### src/rtl/bnpc_pkg.sv
package bnpc_pkg;

  localparam int OP_W = 4;

  typedef enum logic [OP_W-1:0] {
    CF_NONE   = 4'd0,
    CF_BR     = 4'd1,
    CF_BGE    = 4'd2,
    CF_BLT    = 4'd3,
    CF_BNE    = 4'd4,
    CF_BEQ    = 4'd5,
    CF_BGEU   = 4'd6,
    CF_BLTU   = 4'd7,
    CF_JABS   = 4'd8,
    CF_CABS   = 4'd9,
    CF_JREG   = 4'd10,
    CF_CREG   = 4'd11,
    CF_RETSUB = 4'd12,
    CF_RETBRK = 4'd13,
    CF_RETEXC = 4'd14,
    CF_NEXTPC = 4'd15
  } cf_op_e;

  typedef enum logic [1:0] {
    TGT_SEQ = 2'd0,
    TGT_REL = 2'd1,
    TGT_ABS = 2'd2,
    TGT_IND = 2'd3
  } tgt_sel_e;

  function automatic logic op_is_cond(cf_op_e op);
    return (op == CF_BGE) || (op == CF_BLT) || (op == CF_BNE) ||
           (op == CF_BEQ) || (op == CF_BGEU) || (op == CF_BLTU);
  endfunction

  function automatic logic op_is_indirect(cf_op_e op);
    return (op == CF_JREG) || (op == CF_CREG) || (op == CF_RETSUB) ||
           (op == CF_RETBRK) || (op == CF_RETEXC);
  endfunction

endpackage

### src/rtl/bnpc_target_gen.sv
module bnpc_target_gen #(
  parameter int XLEN    = 32,
  parameter int IMM16_W = 16,
  parameter int IMM26_W = 26,
  parameter int SEG_W   = 4,
  parameter int ALIGN_W = 2
) (
  input  logic [XLEN-1:0]    pc,
  input  logic [IMM16_W-1:0] imm16,
  input  logic [IMM26_W-1:0] imm26,
  output logic [XLEN-1:0]    seq_pc,
  output logic [XLEN-1:0]    rel_pc,
  output logic [XLEN-1:0]    abs_pc
);

  localparam int              INSN_BYTES = 1 << ALIGN_W;
  localparam logic [XLEN-1:0] STEP       = XLEN'(INSN_BYTES);
  localparam logic [XLEN-1:0] ALIGN_MASK = ~(STEP - XLEN'(1));
  localparam logic [XLEN-1:0] SEG_MASK   = ~((XLEN'(1) << (XLEN - SEG_W)) - XLEN'(1));

  function automatic logic [XLEN-1:0] f_seq(input logic [XLEN-1:0] p);
    return p + STEP;
  endfunction

  function automatic logic [XLEN-1:0] f_sext16(input logic [IMM16_W-1:0] v);
    return {{(XLEN-IMM16_W){v[IMM16_W-1]}}, v};
  endfunction

  function automatic logic [XLEN-1:0] f_rel(input logic [XLEN-1:0] p,
                                            input logic [IMM16_W-1:0] v);
    return f_seq(p) + (f_sext16(v) & ALIGN_MASK);
  endfunction

  function automatic logic [XLEN-1:0] f_abs(input logic [XLEN-1:0] p,
                                            input logic [IMM26_W-1:0] v);
    logic [XLEN-1:0] field;
    field = XLEN'(v) << ALIGN_W;
    return (p & SEG_MASK) | (field & ~SEG_MASK);
  endfunction

  assign seq_pc = f_seq(pc);
  assign rel_pc = f_rel(pc, imm16);
  assign abs_pc = f_abs(pc, imm26);

  logic [XLEN-1:0] rel_delta;
  logic [XLEN-1:0] seq_delta;
  assign rel_delta = rel_pc - seq_pc;
  assign seq_delta = seq_pc - pc;

  always_comb begin
    AST_REL_STEP_ALIGNED: assert ((rel_delta & ~ALIGN_MASK) == '0)
      else $error("relative displacement not word aligned");
    AST_ABS_SEGMENT_KEPT: assert (((abs_pc ^ pc) & SEG_MASK) == '0)
      else $error("absolute target lost segment bits");
    AST_ABS_ALIGNED: assert ((abs_pc & ~ALIGN_MASK) == '0)
      else $error("absolute target not word aligned");
    AST_SEQ_WRAPS: assert (seq_delta == STEP)
      else $error("sequential step not modular");
  end

endmodule

### src/rtl/bnpc_cond_eval.sv
module bnpc_cond_eval
  import bnpc_pkg::*;
#(
  parameter int XLEN       = 32,
  parameter bit SHARED_CMP = 1'b1
) (
  input  cf_op_e          op,
  input  logic [XLEN-1:0] opa,
  input  logic [XLEN-1:0] opb,
  output logic            cond_true
);

  localparam int MSB = XLEN - 1;

  logic ge_s, lt_s, eq_v, ne_v, ge_u, lt_u;

  generate
    if (SHARED_CMP) begin : g_shared
      logic [XLEN:0] diff;
      logic          borrow;
      assign diff   = {1'b0, opa} - {1'b0, opb};
      assign borrow = diff[XLEN];
      assign eq_v   = (diff[XLEN-1:0] == '0);
      assign ne_v   = ~eq_v;
      assign lt_u   = borrow;
      assign ge_u   = ~borrow;
      assign lt_s   = (opa[MSB] ^ opb[MSB]) ? opa[MSB] : borrow;
      assign ge_s   = ~lt_s;
    end else begin : g_native
      assign eq_v = (opa == opb);
      assign ne_v = (opa != opb);
      assign lt_u = (opa < opb);
      assign ge_u = (opa >= opb);
      assign lt_s = ($signed(opa) < $signed(opb));
      assign ge_s = ($signed(opa) >= $signed(opb));
    end
  endgenerate

  always_comb begin
    unique case (op)
      CF_BGE:  cond_true = ge_s;
      CF_BLT:  cond_true = lt_s;
      CF_BNE:  cond_true = ne_v;
      CF_BEQ:  cond_true = eq_v;
      CF_BGEU: cond_true = ge_u;
      CF_BLTU: cond_true = lt_u;
      default: cond_true = 1'b0;
    endcase
  end

  always_comb begin
    AST_EQ_IMPLIES_GE: assert (!eq_v || (ge_s && ge_u && !ne_v))
      else $error("equal operands not seen as greater-or-equal");
    AST_SIGNED_EXCLUSIVE: assert (ge_s != lt_s)
      else $error("signed compare outputs collide");
    AST_UNSIGNED_EXCLUSIVE: assert (ge_u != lt_u)
      else $error("unsigned compare outputs collide");
    AST_SAME_SIGN_AGREE: assert ((opa[MSB] != opb[MSB]) || (lt_s == lt_u))
      else $error("same-sign operands order differently");
  end

endmodule

### src/rtl/bnpc_indirect_sel.sv
module bnpc_indirect_sel
  import bnpc_pkg::*;
#(
  parameter int XLEN = 32
) (
  input  cf_op_e          op,
  input  logic [XLEN-1:0] reg_a,
  input  logic [XLEN-1:0] ra_val,
  input  logic [XLEN-1:0] ea_val,
  input  logic [XLEN-1:0] ba_val,
  output logic [XLEN-1:0] ind_pc,
  output logic            ind_hit,
  output logic            status_pulse
);

  always_comb begin
    ind_pc       = reg_a;
    ind_hit      = 1'b1;
    status_pulse = 1'b0;
    unique case (op)
      CF_JREG, CF_CREG: ind_pc = reg_a;
      CF_RETSUB:        ind_pc = ra_val;
      CF_RETBRK:        ind_pc = ba_val;
      CF_RETEXC: begin
        ind_pc       = ea_val;
        status_pulse = 1'b1;
      end
      default:          ind_hit = 1'b0;
    endcase
  end

  always_comb begin
    AST_HIT_MATCHES_CLASS: assert (ind_hit == op_is_indirect(op))
      else $error("indirect selector class mismatch");
  end

endmodule

### src/rtl/bnpc_unit.sv
module bnpc_unit
  import bnpc_pkg::*;
#(
  parameter int XLEN       = 32,
  parameter int IMM16_W    = 16,
  parameter int IMM26_W    = 26,
  parameter int SEG_W      = 4,
  parameter int ALIGN_W    = 2,
  parameter int RIDX_W     = 5,
  parameter int LINK_REG   = 31,
  parameter bit SHARED_CMP = 1'b1
) (
  input  logic [XLEN-1:0]    pc_i,
  input  logic [OP_W-1:0]    op_i,
  input  logic [XLEN-1:0]    rs_a_i,
  input  logic [XLEN-1:0]    rs_b_i,
  input  logic [IMM16_W-1:0] imm16_i,
  input  logic [IMM26_W-1:0] imm26_i,
  input  logic [RIDX_W-1:0]  rc_idx_i,
  input  logic [XLEN-1:0]    ra_val_i,
  input  logic [XLEN-1:0]    ea_val_i,
  input  logic [XLEN-1:0]    ba_val_i,
  output logic               taken_o,
  output logic [XLEN-1:0]    next_pc_o,
  output logic               link_we_o,
  output logic [RIDX_W-1:0]  link_idx_o,
  output logic [XLEN-1:0]    link_val_o,
  output logic               status_restore_o
);

  localparam logic [RIDX_W-1:0] LINK_IDX = RIDX_W'(LINK_REG);
  localparam logic [RIDX_W-1:0] ZERO_IDX = '0;

  cf_op_e op;
  assign op = cf_op_e'(op_i);

  logic [XLEN-1:0] seq_pc, rel_pc, abs_pc, ind_pc;
  logic            cond_true, ind_hit, status_pulse;

  bnpc_target_gen #(
    .XLEN(XLEN), .IMM16_W(IMM16_W), .IMM26_W(IMM26_W),
    .SEG_W(SEG_W), .ALIGN_W(ALIGN_W)
  ) u_tgt (
    .pc(pc_i), .imm16(imm16_i), .imm26(imm26_i),
    .seq_pc(seq_pc), .rel_pc(rel_pc), .abs_pc(abs_pc)
  );

  bnpc_cond_eval #(.XLEN(XLEN), .SHARED_CMP(SHARED_CMP)) u_cmp (
    .op(op), .opa(rs_a_i), .opb(rs_b_i), .cond_true(cond_true)
  );

  bnpc_indirect_sel #(.XLEN(XLEN)) u_ind (
    .op(op), .reg_a(rs_a_i), .ra_val(ra_val_i), .ea_val(ea_val_i),
    .ba_val(ba_val_i), .ind_pc(ind_pc), .ind_hit(ind_hit),
    .status_pulse(status_pulse)
  );

  tgt_sel_e sel;
  logic     link_req;

  always_comb begin
    sel        = TGT_SEQ;
    link_req   = 1'b0;
    link_idx_o = LINK_IDX;
    unique case (op)
      CF_BR:            sel = TGT_REL;
      CF_BGE, CF_BLT, CF_BNE, CF_BEQ, CF_BGEU, CF_BLTU:
                        sel = cond_true ? TGT_REL : TGT_SEQ;
      CF_JABS:          sel = TGT_ABS;
      CF_CABS: begin
        sel      = TGT_ABS;
        link_req = 1'b1;
      end
      CF_CREG: begin
        sel      = TGT_IND;
        link_req = 1'b1;
      end
      CF_JREG, CF_RETSUB, CF_RETBRK, CF_RETEXC:
                        sel = TGT_IND;
      CF_NEXTPC: begin
        link_idx_o = rc_idx_i;
        link_req   = (rc_idx_i != ZERO_IDX);
      end
      default:          sel = TGT_SEQ;
    endcase
  end

  always_comb begin
    unique case (sel)
      TGT_REL: next_pc_o = rel_pc;
      TGT_ABS: next_pc_o = abs_pc;
      TGT_IND: next_pc_o = ind_pc;
      default: next_pc_o = seq_pc;
    endcase
  end

  assign taken_o          = (sel != TGT_SEQ);
  assign link_we_o        = link_req;
  assign link_val_o       = seq_pc;
  assign status_restore_o = status_pulse;

  always_comb begin
    AST_SEQ_WHEN_NOT_TAKEN: assert (taken_o || (next_pc_o == pc_i + XLEN'(1 << ALIGN_W)))
      else $error("untaken flow left sequential path");
    AST_COND_FALSE_NOT_TAKEN: assert (!op_is_cond(op) || cond_true || !taken_o)
      else $error("false condition redirected");
    AST_REG_JUMP_UNCHANGED: assert (!(op == CF_JREG || op == CF_CREG) || (next_pc_o == rs_a_i))
      else $error("register target altered");
    AST_RESTORE_ONLY_ON_ERET: assert (!status_restore_o || (op == CF_RETEXC && taken_o && next_pc_o == ea_val_i))
      else $error("status restore outside exception return");
    AST_NEXTPC_ZERO_DROPPED: assert (!(op == CF_NEXTPC && rc_idx_i == ZERO_IDX) || !link_we_o)
      else $error("write to register zero requested");
    AST_LINK_OPS_ONLY: assert (!link_we_o || op == CF_CABS || op == CF_CREG || op == CF_NEXTPC)
      else $error("link write from non-linking operation");
    AST_CALL_LINKS_RA: assert (!link_we_o || op == CF_NEXTPC || link_idx_o == LINK_IDX)
      else $error("call link to wrong register");
    AST_IND_PATH_USED: assert (!ind_hit || taken_o)
      else $error("indirect operation not taken");
  end

endmodule

### config.mk
export PLATFORM = sky130hd
export DESIGN_NAME = bnpc_unit
export DESIGN_NICKNAME = d
export VERILOG_FILES = /design/src/rtl/bnpc_pkg.sv /design/src/rtl/bnpc_target_gen.sv /design/src/rtl/bnpc_cond_eval.sv /design/src/rtl/bnpc_indirect_sel.sv /design/src/rtl/bnpc_unit.sv
export SDC_FILE = /design/constraint.sdc
export NUM_CORES = 1
export LEC_CHECK = 0
export BUFFER_PORTS_ARGS = -buffer_cell sky130_fd_sc_hd__buf_2
export CAP_MARGIN = 5
export CORE_AREA = 2 2 123 125
export DETAILED_ROUTE_END_ITERATION = 6
export DIE_AREA = 0 0 125 127
export MAX_ROUTING_LAYER = met4
export PLACE_DENSITY_LB_ADDON = 0.1
export SLEW_MARGIN = 20
export SYNTH_ARGS = -nofsm -noshare
export SYNTH_HDL_FRONTEND = slang
export SYNTH_SLANG_ARGS = --single-unit
### constraint.sdc
create_clock -name vclk -period 7.9
set_clock_uncertainty 0.1 [all_clocks]
set_input_delay 0.395 -clock vclk [all_inputs]
set_output_delay 0.395 -clock vclk [all_outputs]
set_load 0.01 [all_outputs]
Yosys cells after proc, flatten, opt, wreduce, memory -nomap -nowiden. Index checks and enable logic that the tools add are counted.

Register bits after elaboration: 0. Bits of input ports: 243. Logic and storage cells: 42.

Add/subtract/negate cells: 3. Equality and inequality tests: 18. Mux-type cells: 9. Bitwise gates (word level): 5. Reductions and logical operators: 7.

Operators by type and width (count): 32-bit one-hot mux with 3 select lines (2); 32-bit by 32-bit subtractor with 33-bit output (1); 32-bit by 3-bit adder with 32-bit output, second input constant (1); 32-bit adder (1); 4-bit equality test, second input constant (8); 32-bit zero test (1); 32-bit by 28-bit OR with 32-bit output (1); 4-bit by 3-bit equality test with 1-bit output, second input constant (4); 4-bit by 2-bit equality test with 1-bit output, second input constant (2); 2-bit one-hot mux with 4 select lines (1); 1-bit one-hot mux with 6 select lines (1); 6-bit OR reduction (1); 5-bit two-way mux (1); 5-bit nonzero test (1); 5-bit OR reduction (1); 2-bit equality test, second input constant (2); 4-bit by 1-bit equality test with 1-bit output, second input constant (1); 2-bit OR reduction (2); 1-bit two-way mux (3); 1-bit NOT (3); 2-bit by 1-bit equality test with 1-bit output, second input constant (1); 1-bit one-hot mux with 2 select lines (1); 2-bit nonzero test (1); 1-bit XOR (1).

Longest topological paths before layout. Gate-level depths: netlist (run 1).

Word-level depth: 8. Depth in mapped cells: 20. Gate-level depth less buffers: 19.

Modules after synthesis. A second synthesis (run 1) with hierarchy kept.

Cell total of the unflattened synthesis: 1016. Area total of the unflattened synthesis: 7636.1 sq um.

Modules (own cells, without submodules): bnpc_target_gen (times used 1, cells each 334, area an instance 2442.3 sq um, seq. area each 0.0 sq um); bnpc_cond_eval (times used 1, cells each 346, area an instance 2308.5 sq um, seq. area each 0.0 sq um); bnpc_indirect_sel (times used 1, cells each 192, area an instance 1806.7 sq um, seq. area each 0.0 sq um); bnpc_unit (times used 1, cells each 144, area an instance 1078.5 sq um, seq. area each 0.0 sq um).

Worst setup path after synthesis (run 1). Ideal clock, no wire load.

Path type: input to output. Start point: in pc_i[2]. End point: out next_pc_o[25]. Data arrival time: 3.905 ns. Required time: 7.405 ns. Setup slack: 3.500 ns. Cell stages on the path: 19. Path buffers: 1. Path through: ha_1 -> inv_1 -> nor2_1 -> and3_1 -> clkbuf_1 -> nand4_1 -> xnor2_1 -> ha_1 -> a21oi_1 -> nor3b_1 -> a31oi_1 -> a21o_1 -> a21o_1 -> a21oi_1 -> o21ai_0 -> a21oi_1 -> xnor2_1 -> a222oi_1 -> mux2i_1.

Cells in the longest elaborated chain, start to end: 3.

Ends and longest elaborated chain: from (decl) (RTL line bnpc_unit.sv:13) `input logic [XLEN-1:0] pc_i,`; 32-bit by 3-bit adder with 32-bit output (RTL line bnpc_target_gen.sv:22) `return p + STEP;`; via link_val_o[16] (RTL line bnpc_unit.sv:27) `output logic [XLEN-1:0] link_val_o,`; 32-bit adder (RTL line bnpc_target_gen.sv:31) `return f_seq(p) + (f_sext16(v) & ALIGN_MASK);`; 32-bit one-hot mux with 3 select lines (RTL line bnpc_unit.sv:89) `unique case (sel)`; to (decl) (RTL line bnpc_unit.sv:24) `output logic [XLEN-1:0] next_pc_o,`.

The timed path passes the listed nets, and every way through them passes these cells.

Final worst setup path (run 1).
Start point: in rs_a_i[0]. End point: out next_pc_o[31].

Cells in the longest elaborated chain, start to end: 8. Elaborated cells between the ends (all ways): 13.

Ends and longest elaborated chain: from (decl) (RTL line bnpc_unit.sv:15) `input logic [XLEN-1:0] rs_a_i,`; 32-bit by 32-bit subtractor with 33-bit output * (RTL line bnpc_cond_eval.sv:21) `assign diff = {1'b0, opa} - {1'b0, opb};`; 32-bit zero test / 1-bit two-way mux (equally long branches) (RTL line bnpc_cond_eval.sv:23, bnpc_cond_eval.sv:27); 1-bit NOT, on equally long branches (RTL line bnpc_cond_eval.sv:24, bnpc_cond_eval.sv:28); 1-bit one-hot mux with 6 select lines * (RTL line bnpc_cond_eval.sv:40) `unique case (op)`; 1-bit two-way mux * (RTL line bnpc_unit.sv:68) `sel = cond_true ? TGT_REL : TGT_SEQ;`; 2-bit one-hot mux with 4 select lines * (RTL line bnpc_unit.sv:65) `unique case (op)`; 2-bit equality test / 2-bit by 1-bit equality test with 1-bit output (equally long branches) (RTL line bnpc_unit.sv:89); 32-bit one-hot mux with 3 select lines * (RTL line bnpc_unit.sv:89).

Mark *: on every way between the ends. The rest lies on a longest branch, timed or not.

==> results.cfg, run 1 <==
[clock_tree]
cts_resized = 0
ctsHoldBuffers = 0
cts_setup_buffers = 0

[routing]
vias = 8299
drtAntennaViolNets = 0
drc = 0
viasPerCell = 6.09
wl_per_cell_um = 20.2
drt-total-wl_um = 27500
drt_iter0_drc = 712
first_pass_iters = 5

[final_layout]
multiInputGateArea_sq_mm = 0.00553
nets = 1487
syn2layout_area_growth_pct = 28.4
seq_area_sq_um = 0
nFlopsAndLatches = 0
mostFrequentLayoutCells = buf_2, a21oi_1, nand2_1
layout_commonest_cell = buf_2
layout-drive-gt1-share = 0.313
fillers = 1612
clkbuf_count = 0

[placement]
place_congestion = 0.992
pre_cts_slack_ps = 2450
portBuffers = 313
dp_hpwl_um = 22700

[floorplanning]
row_count = 44
die_x_um = 125
pin_count = 315
start_util = 0.410
dieArea_sq_mm = 0.0159
coreArea_sq_mm = 0.0144
die_height_um = 127

[setup_path]
cp.arrival_ps = 5080
critical_path_class = input pin to primary output
cp-start-kind = input pin
crit_path_max_fanout = 43
critical-path-top-delay-family = compound AO/OA/AOI/OAI gates
critPathCaptureType = primary output
crit_chain = buf_2, inv_1, ha_1, fa_1, nand2b_1, a211o_1, a31oi_2, a221o_1, a211oi_1, o311ai_0, nand3_1, nand4b_1, o31a_1, o31a_2, or3_1, o211ai_1, buf_2
cp_data_required_time_ps = 7400
cp_slowest_cell = o31a_2
cpMostUsedCell = buf_2
cp_slowest_stage_delay_ps = 630
crit_buf_inv = 3

[global_route]
grt_use_total = 0.330
antenna_found_initial = 1
grt_start_max_net_pins = 44
grt_first_pass_wirelength_um = 41500
grt_pass1_vias = 7727
grt-ovfl-total = 0

[worst_hold_path]
hold_path.class = input pin to primary output

[yosys]
synth_area_sq_mm = 0.00591
yosysTopAreaCell = ha_1
synth_nets = 1211
synth_top_area_share = 0.131
yosysUniqueCellTypes = 66
ys_seq_area_frac = 0
synthCells = 904
yosys_warnings = 0
synthTopCellsByArea = ha_1, a21oi_1, mux2_2
syn_area_per_cell_sq_um = 6.54

[timing]
tns_ps = 0
period_needed_ps = 5580
drv_slew = 0
slew_headroom = 0.265
tightest_slew_ps = 1100
hold_violations = 0
finalSetupViolCount = 0
grt_setup_unrepaired = false
max_freq_mhz = 179
fin_crit_sh = 0.706
finalWorstSetupSlack_ps = 2320

[flow_run]
maxCapViolations = 0

[run_status]
status = finished clean
[worst paths after layout]
check / startpoint / depth (start not counted) / slack, ps / endpoint
hold / removal: pc_i[0] / 2 / 890 / link_val_o[0]
setup / recovery: rs_a_i[0] / 17 / 2320 / next_pc_o[31]
[per-layer routing]
metal  vias to the layer above  wire, um  track usage
met3                        34      2390       0.0335
li1                       3995         -            -
met1                      3863     12200        0.463
met5                         -         0            -
met4                         0       401       0.0405
met2                       407     12500        0.531
[logic make-up (layout without fill, tap and decap cells)]
logic type,Yosys count,after routing,share of synthesized area
AO/OA/AOI/OAI,374,374,0.402
XOR/XNOR,63,63,0.0934
adder cells (fa/ha/maj),64,64,0.138
buffers and inverters,103,377,0.0680
multiplexers,47,47,0.0874
other,0,1,0
AND/OR/NAND/NOR,253,253,0.211
[cell usage after synthesis (3+ instances only)]
library cell / instances
clkbuf_1: 33
o21bai_1: 7
nand3_1: 28
inv_1: 58
and4_1: 5
o311ai_0: 5
a2bb2oi_1: 3
o31a_1: 3
xor2_1: 27
a21oi_1: 128
o221ai_1: 4
or3_1: 10
buf_1: 4
buf_2: 6
and3_1: 14
a211o_1: 3
nand2_1: 64
xnor2_1: 36
nor4_1: 7
a2111oi_0: 4
o22ai_1: 26
a22oi_1: 22
mux2i_1: 10
nand2b_1: 11
o211ai_1: 9
ha_1: 62
a31oi_1: 6
a21o_1: 21
nor2b_1: 10
a221o_1: 3
o31ai_1: 9
nor2_1: 60
o21ai_0: 56
o21a_1: 10
nand4_1: 10
a221oi_1: 3
o32ai_1: 4
a211oi_1: 27
nor3_1: 20
mux2_2: 37
o2111ai_1: 3
[per-stage QoR]
step	utilization	hold slack (ps)	cell area [sq um]	std cells
2_1_floorplan	-	743	5910	904
3_3_place_gp	0.526	894	7590	1362
3_5_place_dp	0.526	891	7590	1362
4_1_cts	0.526	891	7590	1362
5_1_grt	0.526	901	7590	1363
6_report	0.526	894	7590	1363
[cell type report]
type,instances,share of cell area
tap,184,0.0303
timing repair buffer,319,0.212
antenna,1,0.000330
multi-input combinational,801,0.728
inverter,58,0.0287
==> run 2: changes to the inputs <==
--- a/config.mk
+++ b/config.mk
@@ -5,11 +5,11 @@
 export SDC_FILE = /design/constraint.sdc
 export NUM_CORES = 1
 export LEC_CHECK = 0
+export ABC_AREA = 1
 export BUFFER_PORTS_ARGS = -buffer_cell sky130_fd_sc_hd__buf_2
 export CAP_MARGIN = 5
-export CORE_AREA = 2 2 123 125
+export CORE_UTILIZATION = 51
 export DETAILED_ROUTE_END_ITERATION = 6
-export DIE_AREA = 0 0 125 127
 export MAX_ROUTING_LAYER = met4
 export PLACE_DENSITY_LB_ADDON = 0.1
 export SLEW_MARGIN = 20
==> constraint.sdc (replaced) <==
create_clock -name vclk -period 5.6
set_clock_uncertainty 0.1 [all_clocks]
set_input_delay 0.28 -clock vclk [all_inputs]
set_output_delay 0.28 -clock vclk [all_outputs]
set_load 0.01 [all_outputs]
==> run 2 against run 1 <==
Against the previous run: final area is 18% higher; worst setup slack got worse by 1100 ps; count of clock-buffer cells in the layout unchanged.
==> results.cfg, run 2 <==
[run_status]
status = finished clean

[pwr]
p_sw_uw = 637
p_comb_frac = 1.000
share_seq_of_total_power = 0
leakagePower_uw = 0.00545
powerDensity_mw_per_mm2 = 112
intPower_uw = 368
sw_frac_of_total = 0.634
clkPwrFrac = 0
peakVddDrop_mv = 0.0469

[floorplanning]
pin_count = 315
dieArea_sq_mm = 0.0147
coreArea_sq_mm = 0.0139
row_count = 43
die_x_um = 121
die_height_um = 121
start_util = 0.524

[placement]
dp_hpwl_um = 25200
place_congestion = 1.03
portBuffers = 313
dp.cells = 1935

[routing]
drtAntennaViolNets = 0
viasPerCell = 5.39
first_pass_iters = 6
drc = 0
wl_per_cell_um = 15.3
vias = 10400
drt-total-wl_um = 29600
drt_iter0_drc = 899

[setup_path]
cp_data_required_time_ps = 5220
crit_path_max_fanout = 5
critical-path-top-delay-family = simple AND/OR/NAND/NOR gates
critPathCaptureType = primary output
cp.arrival_ps = 3990
cpMostUsedCell = nand2_1
cp_slowest_cell = nor4_1
cp-start-kind = input pin
cp_slowest_stage_delay_ps = 390
crit_buf_inv = 3
critical_path_class = input pin to primary output
crit_chain = buf_2, ha_1, nand2_1, nor2_2, nand2_1, nor3b_2, nand2_1, nor3_2, nand2_2, nor2_1, xnor2_1, inv_1, ha_1, nand2_1, nor4_1, nand4_1, nand3_1, nand2_1, o211ai_1, a21oi_1, xor2_1, a21oi_2, nand2_1, buf_2

[global_route]
grt_pass1_vias = 9255
grt_start_max_net_pins = 34
grt_use_total = 0.401
grt-ovfl-total = 0
antenna_found_initial = 0
grt_first_pass_wirelength_um = 45800

[final_layout]
syn2layout_area_growth_pct = 23.2
nFlopsAndLatches = 0
n_antenna_cell = 0
instances_no_fill = 1935
layout_commonest_cell = nand2_1
layout-drive-gt1-share = 0.218
nets = 2064
clkbuf_count = 0
mostFrequentLayoutCells = nand2_1, buf_2, inv_1
fillers = 1522
seq_area_sq_um = 0

[timing]
tightest_slew_ps = 737
fin_crit_sh = 0.781
drv_slew = 0
grt_setup_unrepaired = false
hold_violations = 0
finalSetupViolCount = 0
tns_ps = 0
slew_headroom = 0.504
max_freq_mhz = 229
period_needed_ps = 4370

[yosys]
synthCells = 1467
synthTopCellsByArea = nand2_1, inv_1, ha_1
synth_xor_area_frac = 0.0662
synth_top_area_share = 0.275
synth_simple_gate_area_share = 0.512
yosysUniqueCellTypes = 46
syn_area_per_cell_sq_um = 4.96
synth_area_sq_mm = 0.00727
synth_top_family_by_area = simple AND/OR/NAND/NOR gates
yosys_warnings = 0
synthMuxAreaShare = 0
ys_seq_area_frac = 0
synth.most_common_cell = nand2_1
synth_nets = 1774
yosysTopAreaCell = nand2_1
synth_common_cells = nand2_1, inv_1, nor2_1
synth-compound-area-share = 0.138
synth_fa_ha_area_frac = 0.112

[worst_hold_path]
whs_path_depth = 2
hold_start = pc_i[0]
hold_path.class = input pin to primary output
hold_end = link_val_o[0]

[clock_tree]
cts_resized = 0
ctsHoldBuffers = 0
cts_setup_buffers = 0

[flow_run]
maxCapViolations = 0
[run 2: kinds of logic after synthesis]
kind of cell	after synthesis
XOR/XNOR	55
AO/OA/AOI/OAI	175
adder cells (fa/ha/maj)	64
AND/OR/NAND/NOR	857
buffers and inverters	316
[run 2: final cells by class]
class	count	area, sq um	area share
multi-input combinational	1151	6040	0.675
inverter	283	1060	0.119
timing repair buffer	321	1630	0.182
tap	180	225	0.0251
[run 2: through the flow]
step	setup WS [ps]	hold WS, ps	utilization	total power [uW]	instance area, sq um
3_3_place_gp	1340	665	0.645	969	8950
3_5_place_dp	1270	666	0.645	981	8950
2_1_floorplan	1870	521	-	655	7270
4_1_cts	1260	667	0.645	984	8950
5_1_grt	910	678	0.645	1110	8960
6_report	1230	665	0.645	1010	8960
[run 2: power by group through the flow]
stage / logic [uW] / clock network, uW / registers, uW
after floorplan: 655 / 0 / 0
after global placement: 969 / 0 / 0
after detailed placement: 981 / 0 / 0
after CTS: 984 / 0 / 0
after global routing: 1110 / 0 / 0
final: 1010 / 0 / 0
[run 2: how the worst max path moves through the flow]
stage | startpoint | end | depth (start not counted)
after floorplan | pc_i[2] | next_pc_o[30] | 22
after global placement | pc_i[2] | next_pc_o[30] | 24
after detailed placement | pc_i[2] | next_pc_o[30] | 24
after CTS | pc_i[2] | next_pc_o[30] | 24
after global routing | pc_i[2] | next_pc_o[30] | 24
final | pc_i[2] | next_pc_o[30] | 24
[run 2: per-layer routing]
metal	share of wire	global-route usage
met2	0.46	0.659
met1	0.43	0.527
met5	0	-
met4	0.022	0.0748
met3	0.091	0.0465
Note: power is estimated with default switching activity, not from simulation.
